--- config.mk ---
export PLATFORM = sky130hd
export DESIGN_NAME = page_xlate
export DESIGN_NICKNAME = d
export VERILOG_FILES = /design/src/rtl/page_xlate_pkg.sv /design/src/rtl/pt_base_reg.sv /design/src/rtl/pt_perm_check.sv /design/src/rtl/pt_walk_ctrl.sv /design/src/rtl/page_xlate.sv
export SDC_FILE = /design/constraint.sdc
export NUM_CORES = 1
export LEC_CHECK = 0
export ABC_AREA = 1
export ABC_CLOCK_PERIOD_IN_PS = 2550
export BUFFER_PORTS_ARGS = -buffer_cell sky130_fd_sc_hd__buf_4
export CAP_MARGIN = 40
export CORE_UTILIZATION = 42
export DETAILED_ROUTE_END_ITERATION = 10
export PLACE_DENSITY = 0.75
export SLEW_MARGIN = 40
export SYNTH_ARGS = -nofsm -noshare
export SYNTH_HDL_FRONTEND = slang
export SYNTH_SLANG_ARGS = --single-unit
--- constraint.sdc ---
create_clock -name clk_i -period 2.55 [get_ports clk_i]
set_input_delay 0.255 -clock clk_i [delete_from_list [all_inputs] [get_ports clk_i]]
set_output_delay 0.255 -clock clk_i [all_outputs]
set_load 0.1 [all_outputs]
--- src/rtl/page_xlate_pkg.sv ---
package page_xlate_pkg;

  typedef enum logic [1:0] {
    ACC_LOAD  = 2'b00,
    ACC_STORE = 2'b01,
    ACC_FETCH = 2'b10,
    ACC_RSVD  = 2'b11
  } acc_e;

  typedef enum logic [1:0] {
    RGT_RO  = 2'b00,
    RGT_RW  = 2'b01,
    RGT_X   = 2'b10,
    RGT_RWX = 2'b11
  } rights_e;

  typedef enum logic [1:0] {
    FLT_NONE = 2'b00,
    FLT_PAGE = 2'b01,
    FLT_PROT = 2'b10
  } fault_e;

  typedef enum logic [1:0] {
    ST_IDLE  = 2'b00,
    ST_ISSUE = 2'b01,
    ST_WAIT  = 2'b10,
    ST_RESP  = 2'b11
  } walk_st_e;

endpackage

--- src/rtl/pt_base_reg.sv ---
module pt_base_reg #(
  parameter int unsigned AW = 13
) (
  input  logic          clk_i,
  input  logic          rst_ni,
  input  logic          we_i,
  input  logic [AW-1:0] wdata_i,
  input  logic          busy_i,
  output logic [AW-1:0] base_o
);

  logic [AW-1:0] base_q, pend_val_q;
  logic          pend_q;

  always_ff @(posedge clk_i or negedge rst_ni) begin
    if (!rst_ni) begin
      base_q     <= '0;
      pend_val_q <= '0;
      pend_q     <= 1'b0;
    end else if (!busy_i) begin
      // newest write beats a parked one
      if (we_i)        base_q <= wdata_i;
      else if (pend_q) base_q <= pend_val_q;
      pend_q <= 1'b0;
    end else if (we_i) begin
      pend_q     <= 1'b1;
      pend_val_q <= wdata_i;
    end
  end

  assign base_o = base_q;


  base_hold_chk: assert property (@(posedge clk_i) disable iff (!rst_ni)
    busy_i |=> base_o == $past(base_o));

endmodule

--- src/rtl/pt_perm_check.sv ---
module pt_perm_check
  import page_xlate_pkg::*;
(
  input  logic [1:0] rights_i,
  input  logic [1:0] kind_i,
  output logic       allow_o
);

  always_comb begin
    allow_o = 1'b0;
    unique case (acc_e'(kind_i))
      ACC_LOAD:  allow_o = (rights_e'(rights_i) != RGT_X);
      ACC_STORE: allow_o = (rights_e'(rights_i) == RGT_RW) || (rights_e'(rights_i) == RGT_RWX);
      ACC_FETCH: allow_o = (rights_e'(rights_i) == RGT_X)  || (rights_e'(rights_i) == RGT_RWX);
      ACC_RSVD:  allow_o = 1'b0;
    endcase
  end


  perm_rsvd_chk: assert final ((kind_i != 2'b11) || !allow_o);

endmodule

--- src/rtl/pt_walk_ctrl.sv ---
module pt_walk_ctrl
  import page_xlate_pkg::*;
#(
  parameter int unsigned OFF_W = 10,
  parameter int unsigned VPN_W = 5,
  parameter int unsigned PPN_W = 3,
  parameter int unsigned PTE_W = 8,
  localparam int unsigned VA_W = OFF_W + VPN_W,
  localparam int unsigned PA_W = OFF_W + PPN_W,
  localparam int unsigned V_BIT = PTE_W - 1,
  localparam int unsigned RGT_LSB = PTE_W - 3
) (
  input  logic             clk_i,
  input  logic             rst_ni,
  input  logic             req_valid_i,
  output logic             req_ready_o,
  input  logic [VA_W-1:0]  req_vaddr_i,
  input  logic [1:0]       req_kind_i,
  input  logic [PA_W-1:0]  base_i,
  output logic             busy_o,
  output logic             mem_req_o,
  output logic [PA_W-1:0]  mem_addr_o,
  input  logic             mem_rvalid_i,
  input  logic [PTE_W-1:0] mem_rdata_i,
  output logic [1:0]       rights_o,
  output logic [1:0]       kind_o,
  input  logic             allow_i,
  output logic             rsp_valid_o,
  input  logic             rsp_ready_i,
  output logic [PA_W-1:0]  rsp_paddr_o,
  output logic [1:0]       rsp_fault_o
);

  walk_st_e          st_q, st_d;
  logic [VPN_W-1:0]  vpn_q;
  logic [OFF_W-1:0]  off_q;
  logic [1:0]        kind_q;
  logic [PA_W-1:0]   paddr_q, paddr_d;
  logic [1:0]        fault_q, fault_d;
  logic              pte_vld;
  logic              take_req, take_pte;

  assign take_req = (st_q == ST_IDLE) && req_valid_i;
  assign take_pte = (st_q == ST_WAIT) && mem_rvalid_i;
  assign pte_vld  = mem_rdata_i[V_BIT];
  assign rights_o = mem_rdata_i[RGT_LSB +: 2];
  assign kind_o   = kind_q;

  always_comb begin
    st_d = st_q;
    unique case (st_q)
      ST_IDLE:  if (req_valid_i) st_d = ST_ISSUE;
      ST_ISSUE: st_d = ST_WAIT;
      ST_WAIT:  if (mem_rvalid_i) st_d = ST_RESP;
      ST_RESP:  if (rsp_ready_i) st_d = ST_IDLE;
    endcase
  end

  // fault outranks any address
  always_comb begin
    if (!pte_vld) begin
      fault_d = FLT_PAGE;
      paddr_d = '0;
    end else if (!allow_i) begin
      fault_d = FLT_PROT;
      paddr_d = '0;
    end else begin
      fault_d = FLT_NONE;
      paddr_d = {mem_rdata_i[PPN_W-1:0], off_q};
    end
  end

  always_ff @(posedge clk_i or negedge rst_ni) begin
    if (!rst_ni) begin
      st_q    <= ST_IDLE;
      vpn_q   <= '0;
      off_q   <= '0;
      kind_q  <= '0;
      paddr_q <= '0;
      fault_q <= '0;
    end else begin
      st_q <= st_d;
      if (take_req) begin
        vpn_q  <= req_vaddr_i[VA_W-1:OFF_W];
        off_q  <= req_vaddr_i[OFF_W-1:0];
        kind_q <= req_kind_i;
      end
      if (take_pte) begin
        paddr_q <= paddr_d;
        fault_q <= fault_d;
      end
    end
  end

  assign req_ready_o = (st_q == ST_IDLE);
  assign busy_o      = (st_q != ST_IDLE);
  assign mem_req_o   = (st_q == ST_ISSUE);
  assign mem_addr_o  = base_i + PA_W'(vpn_q);
  assign rsp_valid_o = (st_q == ST_RESP);
  assign rsp_paddr_o = paddr_q;
  assign rsp_fault_o = fault_q;


  mem_pulse_chk: assert property (@(posedge clk_i) disable iff (!rst_ni)
    mem_req_o |=> !mem_req_o);


  one_inflight_chk: assert property (@(posedge clk_i) disable iff (!rst_ni)
    (rsp_valid_o || mem_req_o) |-> !req_ready_o);


  rsp_hold_chk: assert property (@(posedge clk_i) disable iff (!rst_ni)
    (rsp_valid_o && !rsp_ready_i) |=>
      (rsp_valid_o && $stable(rsp_paddr_o) && $stable(rsp_fault_o)));


  fault_zero_chk: assert property (@(posedge clk_i) disable iff (!rst_ni)
    (rsp_valid_o && (rsp_fault_o != 2'b00)) |-> (rsp_paddr_o == '0));


  rsp_after_pte_chk: assert property (@(posedge clk_i) disable iff (!rst_ni)
    take_pte |=> rsp_valid_o);


  fault_code_chk: assert property (@(posedge clk_i) disable iff (!rst_ni)
    rsp_valid_o |-> (rsp_fault_o != 2'b11));

endmodule

--- src/rtl/page_xlate.sv ---
module page_xlate
  import page_xlate_pkg::*;
#(
  parameter int unsigned OFF_W = 10,
  parameter int unsigned VPN_W = 5,
  parameter int unsigned PPN_W = 3,
  parameter int unsigned PTE_W = 8,
  localparam int unsigned VA_W = OFF_W + VPN_W,
  localparam int unsigned PA_W = OFF_W + PPN_W
) (
  input  logic             clk_i,
  input  logic             rst_ni,
  input  logic             base_we_i,
  input  logic [PA_W-1:0]  base_i,
  input  logic             req_valid_i,
  output logic             req_ready_o,
  input  logic [VA_W-1:0]  req_vaddr_i,
  input  logic [1:0]       req_kind_i,
  output logic             mem_req_o,
  output logic [PA_W-1:0]  mem_addr_o,
  input  logic             mem_rvalid_i,
  input  logic [PTE_W-1:0] mem_rdata_i,
  output logic             rsp_valid_o,
  input  logic             rsp_ready_i,
  output logic [PA_W-1:0]  rsp_paddr_o,
  output logic [1:0]       rsp_fault_o
);

  logic [PA_W-1:0] base;
  logic            busy, allow;
  logic [1:0]      rights, kind;

  pt_base_reg #(.AW(PA_W)) u_base (
    .clk_i   (clk_i),
    .rst_ni  (rst_ni),
    .we_i    (base_we_i),
    .wdata_i (base_i),
    .busy_i  (busy),
    .base_o  (base)
  );

  pt_perm_check u_perm (
    .rights_i (rights),
    .kind_i   (kind),
    .allow_o  (allow)
  );

  pt_walk_ctrl #(
    .OFF_W (OFF_W),
    .VPN_W (VPN_W),
    .PPN_W (PPN_W),
    .PTE_W (PTE_W)
  ) u_walk (
    .clk_i        (clk_i),
    .rst_ni       (rst_ni),
    .req_valid_i  (req_valid_i),
    .req_ready_o  (req_ready_o),
    .req_vaddr_i  (req_vaddr_i),
    .req_kind_i   (req_kind_i),
    .base_i       (base),
    .busy_o       (busy),
    .mem_req_o    (mem_req_o),
    .mem_addr_o   (mem_addr_o),
    .mem_rvalid_i (mem_rvalid_i),
    .mem_rdata_i  (mem_rdata_i),
    .rights_o     (rights),
    .kind_o       (kind),
    .allow_i      (allow),
    .rsp_valid_o  (rsp_valid_o),
    .rsp_ready_i  (rsp_ready_i),
    .rsp_paddr_o  (rsp_paddr_o),
    .rsp_fault_o  (rsp_fault_o)
  );

endmodule

==> run_results.csv <==
group,metric,value,unit
global_route,gr-total-overflow,0,
clocking,post-cts-setup-buffers,0,
clocking,clk_latency,340,ps
worst_hold_path,holdCritPathClass,"input pin to flop",
setup_path,reg2reg_depth,5,
layout,fillers,672,
sta,drv_slew,0,
synth,ys_types,22,
clocking,clock-sinks,61,
setup_path,r2r_start,"u_walk.st_q[0]",
setup_path,crit_chain,"ha_1 -> fa_2 -> nand3_1 -> nand3_1 -> nand3_1 -> nand3_1 -> nand2_1 -> buf_6",
route,vias,2733,
floorplanning,start_util,43.63,%
sta,setup_violations,0,
layout,layout-drive-gt1-share,25.38,%
global_route,grt_pass1_vias,2436,
global_route,antenna_found_initial,0,
route,wl_per_cell,12.29,um
floorplanning,core.rowCount,31,
synth,synth_area,3164,sq um
setup_path,timing.critical_path.buf_inv,1,
synth,syn_inst,385,
layout,area_delta_synth_final,28.51,%
synth,avgSynthCellArea,8.219,sq um
layout,final_common_cell,"nand2_1",
global_route,grt_usage,18.14,%
placed_design,place_inst,547,
setup_path,crit_family,"adder cells",
synth,syn_nets,442,
route,drc_errors,0,
setup_path,path_max_fanout,4,
setup_path,ff2ff_setup_slack,730,ps
synth,synth_seq_area_share,48.24,%
setup_path,slowest_delay,410,ps
global_route,grt_pass1_wl,10840,um
sta,hold_viol_final,0,
route,ant_nets,0,
layout,antenna_cells,0,
synth,yosysWarnings,0,
sta,min_period_over_period,93.25,%
floorplanning,ios,75,
setup_path,crit_path_frequent_cell,"nand3_1",
layout,final_cell_mix,"114 x nand2_1, 74 x buf_4, 61 x dfrtp_1",
sta,worst_slew_pin_slew,627.6,ps
route,dr.pass1.iters,6,
synth,ys_ff_latch,61,
route,wl,6934,um
sta,tns,0,ps
sta,max_freq,420.5,MHz
placed_design,dpl.hpwl,5050,um
setup_path,cp.arrival,2120,ps
setup_path,crit_required,2300,ps
setup_path,worst-setup-path-type,"flop to output pin",
worst_hold_path,whs_path_depth,2,
floorplanning,die_x,88.80,um
setup_path,end_kind,"output pin",
clocking,cts_buffers,9,
route,avgViaCountPerCell,4.846,
floorplanning,die_h,88.80,um
worst_hold_path,min_to,"u_walk.vpn_q[1]",
global_route,grt_max_degree,62,
setup_path,r2r-end,"u_base.pend_val_q[9]",
floorplanning,dieArea,7885,sq um
outcome,outcome,"finished clean",
layout,multi_input_area,1456,sq um
floorplanning,design.core.area,7253,sq um
sta,holdWs,154.9,ps
layout,ff_latch_area,1526,sq um
clocking,cts_tree,"yes",
sta,rsz0062_at_grt,"no",
placed_design,numPortBuffers,72,
worst_hold_path,min_from,"req_vaddr_i[11]",
setup_path,start_kind,"flop",
sta,period_needed,2378,ps
clocking,cts_buffer_depth,2,
layout,layout.nets,517,
route,drt-initial-drc-count,110,
placed_design,place_congestion,0.8377,
layout,fin_util,56.06,%
setup_path,crit_path_top_delay_cell,"fa_2",
sta,fin_skew,11.45,ps
sta,relSlewSlack,58.07,%
clocking,path_clk_slew,70,ps
run,maxCapViolCount,0,
clocking,cts_root_buffer,"clkbuf_8",
layout,fin_cells,564,
clocking,htree_levels,3,
[worst max-delay path by stage]
stage	to	cells after the start	startpoint	slack (ps)
after floorplan	u_base.pend_val_q[10]	6	u_walk.st_q[0]	120
after global placement	mem_addr_o[12]	8	u_base.base_o[0]	400
after detailed placement	mem_addr_o[12]	8	u_base.base_o[0]	380
after CTS	mem_addr_o[12]	8	u_base.base_o[0]	10
after global routing	mem_addr_o[11]	8	u_base.base_o[3]	20
final	mem_addr_o[12]	8	u_base.base_o[0]	170
[cell usage after synthesis (all sizes together)]
| master | instances | share of area [%] |
|---|---|---|
| ha | 12 | 4.7 |
| o21bai | 1 | 0.24 |
| o22ai | 1 | 0.20 |
| buf | 7 | 1.2 |
| or2 | 3 | 0.59 |
| a21oi | 16 | 2.9 |
| o21ai | 2 | 0.32 |
| nor2 | 49 | 5.8 |
| nand3b | 4 | 0.95 |
| nand2 | 114 | 14 |
| dfrtp | 61 | 48 |
| nand3 | 35 | 5.5 |
| mux2 | 18 | 6.4 |
| inv | 39 | 4.6 |
| a31oi | 13 | 2.6 |
| xor2 | 3 | 0.83 |
| clkbuf | 6 | 0.71 |
| fa | 1 | 0.63 |
[through the flow]
stage	setup WS [ps]	cell area [sq um]
4_1_cts	14.75	4046
3_3_place_gp	399.3	3821
3_5_place_dp	382.4	3821
6_report	172.1	4066
2_1_floorplan	117.1	3187
5_1_grt	23.36	4066
[state kept, by name, indices dropped and copies added (netlist names)]
name / cells
u_base.base_o: 13
u_base.pend_q: 1
u_base.pend_val_q: 13
u_walk.kind_o: 2
u_walk.off_q: 10
u_walk.rsp_fault_o: 2
u_walk.rsp_paddr_o: 13
u_walk.st_q: 2
u_walk.vpn_q: 5
[layout make-up]
| cell class | count | share of cell area (%) |
|---|---|---|
| sequential | 61 | 37.54 |
| multi-input combinational | 272 | 35.82 |
| timing repair buffer | 77 | 14.46 |
| clock buffer | 12 | 3.815 |
| inverter | 39 | 3.600 |
| tap | 99 | 3.046 |
| clock inverter | 4 | 1.723 |
[repair_timing]
action                                 in CTS  in global routing
setup endpoints to repair                   0                  3
endpoints found under the hold margin       0                 61
gates resized for setup                     0                  2
hold buffers                                0                  1
[kinds of logic after synthesis]
| logic type | after synthesis | share of synthesized area (%) |
|---|---|---|
| compound gates | 33 | 6.208 |
| xor+xnor | 3 | 0.8305 |
| fa+ha+maj | 13 | 5.378 |
| buf+inv | 52 | 6.524 |
| flops | 61 | 48.24 |
| mux | 18 | 6.406 |
| simple gates | 205 | 26.41 |
[metal layers]
layer | share of wire [%] | vias to the layer above | global-route usage, %
met4 | 1.2 | 0 | 7.771
met1 | 47 | 1282 | 24.10
met2 | 47 | 69 | 28.25
li1 | - | 1374 | -
met5 | 0 | - | 0
met3 | 4.5 | 8 | 4.478
Power is not shown: default switching activity piles up to over one toggle a cycle in this logic, so the estimate is an artifact.
